## src/rtl/wde_pkg.sv

```systemverilog
package wde_pkg;

    localparam int ADDR_W = 4;

    typedef enum logic [1:0] {
        S_IDLE,
        S_COUNT,
        S_WARN,
        S_RESET
    } wde_state_t;

    localparam logic [1:0] IDX_TMO = 2'd0;
    localparam logic [1:0] IDX_WIN = 2'd1;
    localparam logic [1:0] IDX_EN  = 2'd2;
    localparam logic [1:0] IDX_CLR = 2'd3;

endpackage

```

## src/rtl/wde_regs.sv

```systemverilog
module wde_regs
    import wde_pkg::*;
#(
    parameter int DATA_W = 32
) (
    input  logic                 clk,
    input  logic                 rst_n,
    input  logic                 bus_sel,
    input  logic                 bus_wr,
    input  logic [ADDR_W-1:0]    bus_addr,
    input  logic [DATA_W-1:0]    bus_wdata,
    input  logic                 lock,
    input  logic                 disarm,
    input  logic                 pending,
    output logic [DATA_W-1:0]    tmo,
    output logic [DATA_W-1:0]    win,
    output logic                 irq_en,
    output logic                 tmo_start,
    output logic                 tmo_stop,
    output logic                 clr_req,
    output logic [DATA_W-1:0]    bus_rdata
);

    logic [1:0] idx;
    logic       wr_ok;

    assign idx   = bus_addr[3:2];
    assign wr_ok = bus_sel && bus_wr && !lock && (bus_addr[1:0] == 2'b00);

    // Events handed to the controller: only the timeout and clear registers steer it.
    assign tmo_start = wr_ok && (idx == IDX_TMO) && (bus_wdata != '0) && (bus_wdata != tmo);
    assign tmo_stop  = wr_ok && (idx == IDX_TMO) && (bus_wdata == '0);
    assign clr_req   = wr_ok && (idx == IDX_CLR) && bus_wdata[0];

    always_ff @(posedge clk or negedge rst_n) begin
        if (!rst_n) begin
            tmo    <= '0;
            win    <= '0;
            irq_en <= 1'b0;
        end else if (disarm) begin
            tmo <= '0;
        end else if (wr_ok) begin
            unique case (idx)
                IDX_TMO: tmo    <= bus_wdata;
                IDX_WIN: win    <= bus_wdata;
                IDX_EN:  irq_en <= bus_wdata[0];
                IDX_CLR: ;
                default: ;
            endcase
        end
    end

    always_comb begin
        unique case (idx)
            IDX_TMO: bus_rdata = tmo;
            IDX_WIN: bus_rdata = win;
            IDX_EN:  bus_rdata = {{(DATA_W-1){1'b0}}, irq_en};
            IDX_CLR: bus_rdata = {{(DATA_W-1){1'b0}}, pending};
            default: bus_rdata = '0;
        endcase
    end

    // the pulse locks the register file
    p_locked_writes_r12: assert property (@(posedge clk) disable iff (!rst_n)
        (bus_sel && bus_wr && lock) |=> ($stable(win) && $stable(irq_en)))
        else $error("write altered registers during reset pulse");

endmodule

```

## src/rtl/wde_ctrl.sv

```systemverilog
module wde_ctrl
    import wde_pkg::*;
#(
    parameter int DATA_W    = 32,
    parameter int PULSE_LEN = 16
) (
    input  logic              clk,
    input  logic              rst_n,
    input  logic [DATA_W-1:0] tmo,
    input  logic [DATA_W-1:0] win,
    input  logic              irq_en,
    input  logic              tmo_start,
    input  logic              tmo_stop,
    input  logic              clr_req,
    output logic              pending,
    output logic              lock,
    output logic              disarm,
    output logic              peri_rst_n,
    output logic              sys_rst_n
);

    localparam int               PC_W    = (PULSE_LEN > 2) ? $clog2(PULSE_LEN) : 1;
    localparam logic [PC_W-1:0]  PC_LAST = PC_W'(PULSE_LEN - 1);

    wde_state_t        state, state_n;
    logic [DATA_W-1:0] cnt, cnt_n;
    logic [DATA_W-1:0] cnt2, cnt2_n;
    logic [PC_W-1:0]   pc, pc_n;
    logic              pend_n;

    always_comb begin
        state_n = state;
        cnt_n   = cnt;
        cnt2_n  = cnt2;
        pc_n    = pc;
        pend_n  = pending;
        unique case (state)
            S_IDLE: begin
                if (tmo_start) begin
                    state_n = S_COUNT;
                    cnt_n   = '0;
                end
            end
            S_COUNT: begin
                if (tmo_stop) begin
                    state_n = S_IDLE;
                    cnt_n   = '0;
                end else if (tmo_start) begin
                    cnt_n = '0;
                end else if (cnt == tmo) begin
                    if (irq_en) begin
                        state_n = S_WARN;
                        pend_n  = 1'b1;
                        cnt2_n  = '0;
                    end else begin
                        state_n = S_RESET;
                        pc_n    = '0;
                    end
                end else begin
                    cnt_n = cnt + 1'b1;
                end
            end
            S_WARN: begin
                // An acknowledge on the expiry edge wins over the expiry.
                if (clr_req) begin
                    pend_n  = 1'b0;
                    cnt_n   = '0;
                    state_n = (tmo != '0) ? S_COUNT : S_IDLE;
                end else if (cnt2 == win) begin
                    state_n = S_RESET;
                    pc_n    = '0;
                end else begin
                    cnt2_n = cnt2 + 1'b1;
                end
            end
            S_RESET: begin
                if (pc == PC_LAST) begin
                    state_n = S_IDLE;
                    pend_n  = 1'b0;
                    cnt_n   = '0;
                    cnt2_n  = '0;
                end else begin
                    pc_n = pc + 1'b1;
                end
            end
            default: state_n = S_IDLE;
        endcase
    end

    always_ff @(posedge clk or negedge rst_n) begin
        if (!rst_n) begin
            state   <= S_IDLE;
            cnt     <= '0;
            cnt2    <= '0;
            pc      <= '0;
            pending <= 1'b0;
        end else begin
            state   <= state_n;
            cnt     <= cnt_n;
            cnt2    <= cnt2_n;
            pc      <= pc_n;
            pending <= pend_n;
        end
    end

    always_comb begin
        lock       = (state == S_RESET);
        disarm     = (state == S_RESET) && (pc == PC_LAST);
        peri_rst_n = !lock;
        sys_rst_n  = !lock;
    end

    // the first counter never overtakes the limit it is compared with
    p_cnt_bound_r3: assert property (@(posedge clk) disable iff (!rst_n)
        (state == S_COUNT) |-> (cnt <= tmo))
        else $error("first counter beyond timeout limit");

    // the warning stage always carries a pending interrupt
    p_warn_pending_r6: assert property (@(posedge clk) disable iff (!rst_n)
        (state == S_WARN) |-> pending)
        else $error("warning stage without pending interrupt");

    // an acknowledge drops the interrupt and averts the reset
    p_ack_averts_r8: assert property (@(posedge clk) disable iff (!rst_n)
        (state == S_WARN && clr_req) |=> (!pending && state != S_RESET))
        else $error("acknowledge did not avert reset");

    // a zero write stops the count
    p_stop_idle_r9: assert property (@(posedge clk) disable iff (!rst_n)
        (state == S_COUNT && tmo_stop) |=> (state == S_IDLE))
        else $error("zero write did not stop the count");

    // the pulse is held until its last cycle
    p_pulse_hold_r4: assert property (@(posedge clk) disable iff (!rst_n)
        (state == S_RESET && pc != PC_LAST) |=> (state == S_RESET))
        else $error("reset pulse cut short");

    // the end of the pulse disarms the watchdog
    p_disarm_r5: assert property (@(posedge clk) disable iff (!rst_n)
        (state == S_RESET && pc == PC_LAST) |=> (state == S_IDLE && !pending && tmo == '0))
        else $error("watchdog not disarmed after pulse");

endmodule

```

## src/rtl/watchdog_escalator.sv

```systemverilog
module watchdog_escalator
    import wde_pkg::*;
#(
    parameter int DATA_W    = 32,
    parameter int PULSE_LEN = 16
) (
    input  logic              clk,
    input  logic              rst_n,
    input  logic              bus_sel,
    input  logic              bus_wr,
    input  logic [ADDR_W-1:0] bus_addr,
    input  logic [DATA_W-1:0] bus_wdata,
    output logic [DATA_W-1:0] bus_rdata,
    output logic              irq,
    output logic              peri_rst_n,
    output logic              sys_rst_n
);

    logic [DATA_W-1:0] tmo;
    logic [DATA_W-1:0] win;
    logic              irq_en;
    logic              tmo_start;
    logic              tmo_stop;
    logic              clr_req;
    logic              pending;
    logic              lock;
    logic              disarm;

    wde_regs #(.DATA_W(DATA_W)) u_regs (
        .clk       (clk),
        .rst_n     (rst_n),
        .bus_sel   (bus_sel),
        .bus_wr    (bus_wr),
        .bus_addr  (bus_addr),
        .bus_wdata (bus_wdata),
        .lock      (lock),
        .disarm    (disarm),
        .pending   (pending),
        .tmo       (tmo),
        .win       (win),
        .irq_en    (irq_en),
        .tmo_start (tmo_start),
        .tmo_stop  (tmo_stop),
        .clr_req   (clr_req),
        .bus_rdata (bus_rdata)
    );

    wde_ctrl #(.DATA_W(DATA_W), .PULSE_LEN(PULSE_LEN)) u_ctrl (
        .clk        (clk),
        .rst_n      (rst_n),
        .tmo        (tmo),
        .win        (win),
        .irq_en     (irq_en),
        .tmo_start  (tmo_start),
        .tmo_stop   (tmo_stop),
        .clr_req    (clr_req),
        .pending    (pending),
        .lock       (lock),
        .disarm     (disarm),
        .peri_rst_n (peri_rst_n),
        .sys_rst_n  (sys_rst_n)
    );

    assign irq = pending;

    // both reset outputs move as one
    p_rst_pair_r4: assert property (@(posedge clk) disable iff (!rst_n)
        (peri_rst_n == sys_rst_n))
        else $error("reset outputs disagree");

endmodule

```

## config.mk

```make
export PLATFORM = sky130hd
export DESIGN_NAME = watchdog_escalator
export DESIGN_NICKNAME = d
export VERILOG_FILES = /design/src/rtl/wde_pkg.sv /design/src/rtl/wde_regs.sv /design/src/rtl/wde_ctrl.sv /design/src/rtl/watchdog_escalator.sv
export SDC_FILE = /design/constraint.sdc
export NUM_CORES = 1
export LEC_CHECK = 0
export BUFFER_PORTS_ARGS = -buffer_cell sky130_fd_sc_hd__buf_2
export CORE_UTILIZATION = 59
export DETAILED_ROUTE_END_ITERATION = 6
export PLACE_DENSITY = 0.8
export SLEW_MARGIN = 0
export SYNTH_ARGS = -nofsm -noshare
export SYNTH_HDL_FRONTEND = slang
export SYNTH_SLANG_ARGS = --single-unit
```

## constraint.sdc

```tcl
create_clock -name clk -period 5.3 [get_ports clk]
set_input_delay 0 -clock clk [delete_from_list [all_inputs] [get_ports clk]]
set_output_delay 0 -clock clk [all_outputs]
set_load 0.005 [all_outputs]
```

==> impl_metrics.py <==
metrics = {
    "clock_network": {
        "clock_latency_ns": 0.43,
        "cts_resized": 0,
        "cts_tree": "yes",
        "root_buffer": "clkbuf_16",
        "clk_pin_slew_ns": 0.06,
        "ctsLongestPathBuffers": 2,
        "postCtsSetupBuffers": 0,
        "cts_hold_buffers": 33,
        "cts_buffers": 17,
        "cts.sinks": 136,
        "cts_max_level": 4,
    },
    "logic_synthesis": {
        "syn_nets": 891,
        "yosysTopAreaCell": "dfrtp_1",
        "synth_cell_types": 60,
        "syn_area_um2": 8169,
        "ys_warn_count": 0,
        "yosys-top-cells-count": "136 x dfrtp_1, 72 x nor2_1, 64 x xor2_1",
        "yosysMostFrequentCell": "dfrtp_1",
        "yosysTopAreaCellShare_pct": 41.66,
        "ys.flop_type": "dfrtp_1",
        "ys_seq_area_share_pct": 41.66,
        "synth_edf_count": 0,
        "netlist_instances": 848,
        "ys_seq_elements": 136,
        "synth.area.top_cells": "dfrtp_1 42%, xor2_1 6.9%, mux2i_1 5.1%",
        "async_flop_share_pct": 100.0,
        "syn-mean-instance-area_um2": 9.633,
    },
    "route": {
        "drt_iter0_drc": 1024,
        "drt-pass1-iter-count": 7,
        "drt.antenna.violating_nets": 0,
        "wl_um": 24150,
        "drc": 1,
        "wl_per_cell_um": 21.54,
        "via_count": 7404,
        "post_drt_via_cell_ratio": 6.605,
    },
    "placed_design": {
        "port_buffers": 74,
        "detailed_place_hpwl_um": 16370,
        "routabilityCongestion": 0.9566,
    },
    "global_route": {
        "grt_use_total_pct": 35.39,
        "grt_pass1_vias": 7019,
        "grt_pass1_wl_um": 38540,
        "grt_max_degree": 83,
        "grt-ovfl-total": 0,
        "antenna_found_initial": 0,
    },
    "power": {
        "p_per_area_nw_per_um2": 460.5,
        "p_int_uw": 2719,
        "peakVddDrop_mv": 0.2972,
        "total_power_uw": 4418,
        "p_leak_uw": 0.004499,
        "clockPowerShare_pct": 29.1,
        "p_sw_uw": 1700,
        "seqPwrFrac_pct": 36.6,
        "p_comb_share_pct": 34.3,
        "p_sw_share_pct": 38.47,
    },
    "sta": {
        "fin_crit_sh_pct": 65.24,
        "drv_slew": 0,
        "rsz0062_at_grt": "no",
        "hold_viol": 0,
        "fmax_ghz": 0.2892,
        "worst_pin_slew_ns": 1.273,
        "finalSetupViolCount": 0,
        "holdWs_ns": 0.1712,
        "clock_skew_ns": 0.005456,
        "slew_headroom_pct": 15.10,
        "layout_min_cycle_time_ns": 3.458,
        "setup_tns_ns": 0,
    },
    "worst_hold_path": {
        "hp-class": "primary input to register",
        "min-delay-start": "bus_addr[0]",
    },
    "finish": {
        "drive_gt1_share_pct": 17.46,
        "diodes": 0,
        "area_growth_pct": 17.45,
        "nets": 975,
    },
    "floorplanning": {
        "die_x_um": 119.7,
        "num_rows": 42,
        "die_h_um": 119.7,
        "die_area_um2": 14320,
        "start_util_pct": 61.20,
        "core-area_um2": 13350,
        "pin_count": 75,
    },
    "worst_setup_path": {
        "arrival_ns": 3.81,
        "rrSetupSlack_ns": 1.84,
        "crit_fanout": 37,
        "end_kind": "register",
        "critPathLaunchType": "register",
        "setup.worst_path.start": "u_ctrl.state[1]",
        "critical_path_class": "register to register",
        "worstPathRequired_ns": 5.65,
        "worstReg2RegStart": "u_ctrl.state[1]",
    },
    "run_status": {
        "status": "finished, violations left",
        "violations": "design-rule violations",
    },
    "run": {
        "maxCapViolations": 0,
    },
}
==> power groups by stage <==
stage               Sequential, µW  Combinational [µW]  Clock, µW
finish                        1620                1510       1290
detailed placement            1600                1450          0
global placement              1590                1440          0
floorplan                     1470                1110          0
global route                  1640                1650       1340
CTS                           1590                1490       1280
==> path summary, 6_finish.rpt <==
path                                    to  cells after the start
min in group asynchronous   u_regs.win[14]                      2
max in group asynchronous   u_ctrl.cnt[29]                      3
setup / recovery            u_ctrl.cnt2[4]                      8
setup reg to reg            u_ctrl.cnt2[4]                      8
hold / removal               u_regs.irq_en                      5
hold reg to reg            u_ctrl.cnt2[31]                      1
==> layout by cell type, fill, tap and decap left out, drive strengths merged, types with 6 or more instances in the layout <==
cell type,n
a21oi,25
a22o,35
a31oi,8
and2,6
and3,18
and4,8
buf,82
clkbuf,21
dfrtp,136
dlygate4sd3,33
inv,9
mux2,34
mux2i,42
nand2,56
nand3,32
nand3b,6
nand4,32
nor2,73
nor2b,6
nor3,22
nor4,35
o21ai,41
o31ai,32
xnor2,33
xor2,64
==> registers in the layout (all words and copies together), names as in the netlist <==
register and count:
u_regs.irq_en 1, u_ctrl.state 2, u_regs.win 32, u_regs.tmo 32, u_ctrl.cnt 32, u_ctrl.pending 1
u_ctrl.pc 4, u_ctrl.cnt2 32
==> per-stage QoR <==
stage                     cells  utilization (%)  cell area (µm²)  setup slack [ns]
final                      1121            71.88             9594             1.842
after global routing       1121            71.88             9594             1.662
after CTS                  1121            71.88             9594             1.935
after detailed placement   1056            64.60             8623             1.979
after global placement     1056            64.60             8623             2.032
after floorplan             848                -             8169             3.085
==> kinds of logic (layout without fill, tap and decap cells) <==
group                      count (synthesis)  count (layout)  share of synthesized area [%]
AOI/OAI and AO/OA                        172             172                          14.87
DFF                                      136             136                          41.66
adders and majority gates                  3               3                         0.4595
muxes                                     77              77                          10.11
buffers and inverters                     59             156                          2.987
xor gates and xnor gates                  97              97                          10.40
and+or+nand+nor                          304             304                          19.51
==> area by class of cell <==
class	instances	area, µm²
repair buffers	115	767.0
inverters	9	33.78
multi-input cells	653	4529
well taps	176	220.2
clock inverters	11	170.2
fillers	971	3754
clock buffers	21	470.5
flip-flops and latches	136	3403
==> metal layers <==
metal  wire length, µm  vias to the layer above  global-route usage, %
met5                 0                        -                      0
met4              1092                        0                  18.28
met3              1891                       88                  6.606
met2             11440                      424                  55.67
met1              9718                     3591                  46.69
li1                  -                     3301                      -
==> critical path, stage by stage, from the launching register on <==
cell and delay [ns]:
dfrtp_1 0.52, a211o_1 0.36, nor4_4 0.14, buf_4 0.40, nand3_1 0.23, and4_1 0.28, a21oi_2 0.94, nor2_1 0.24
a31oi_1 0.24
(Power assumes the default switching activity.)
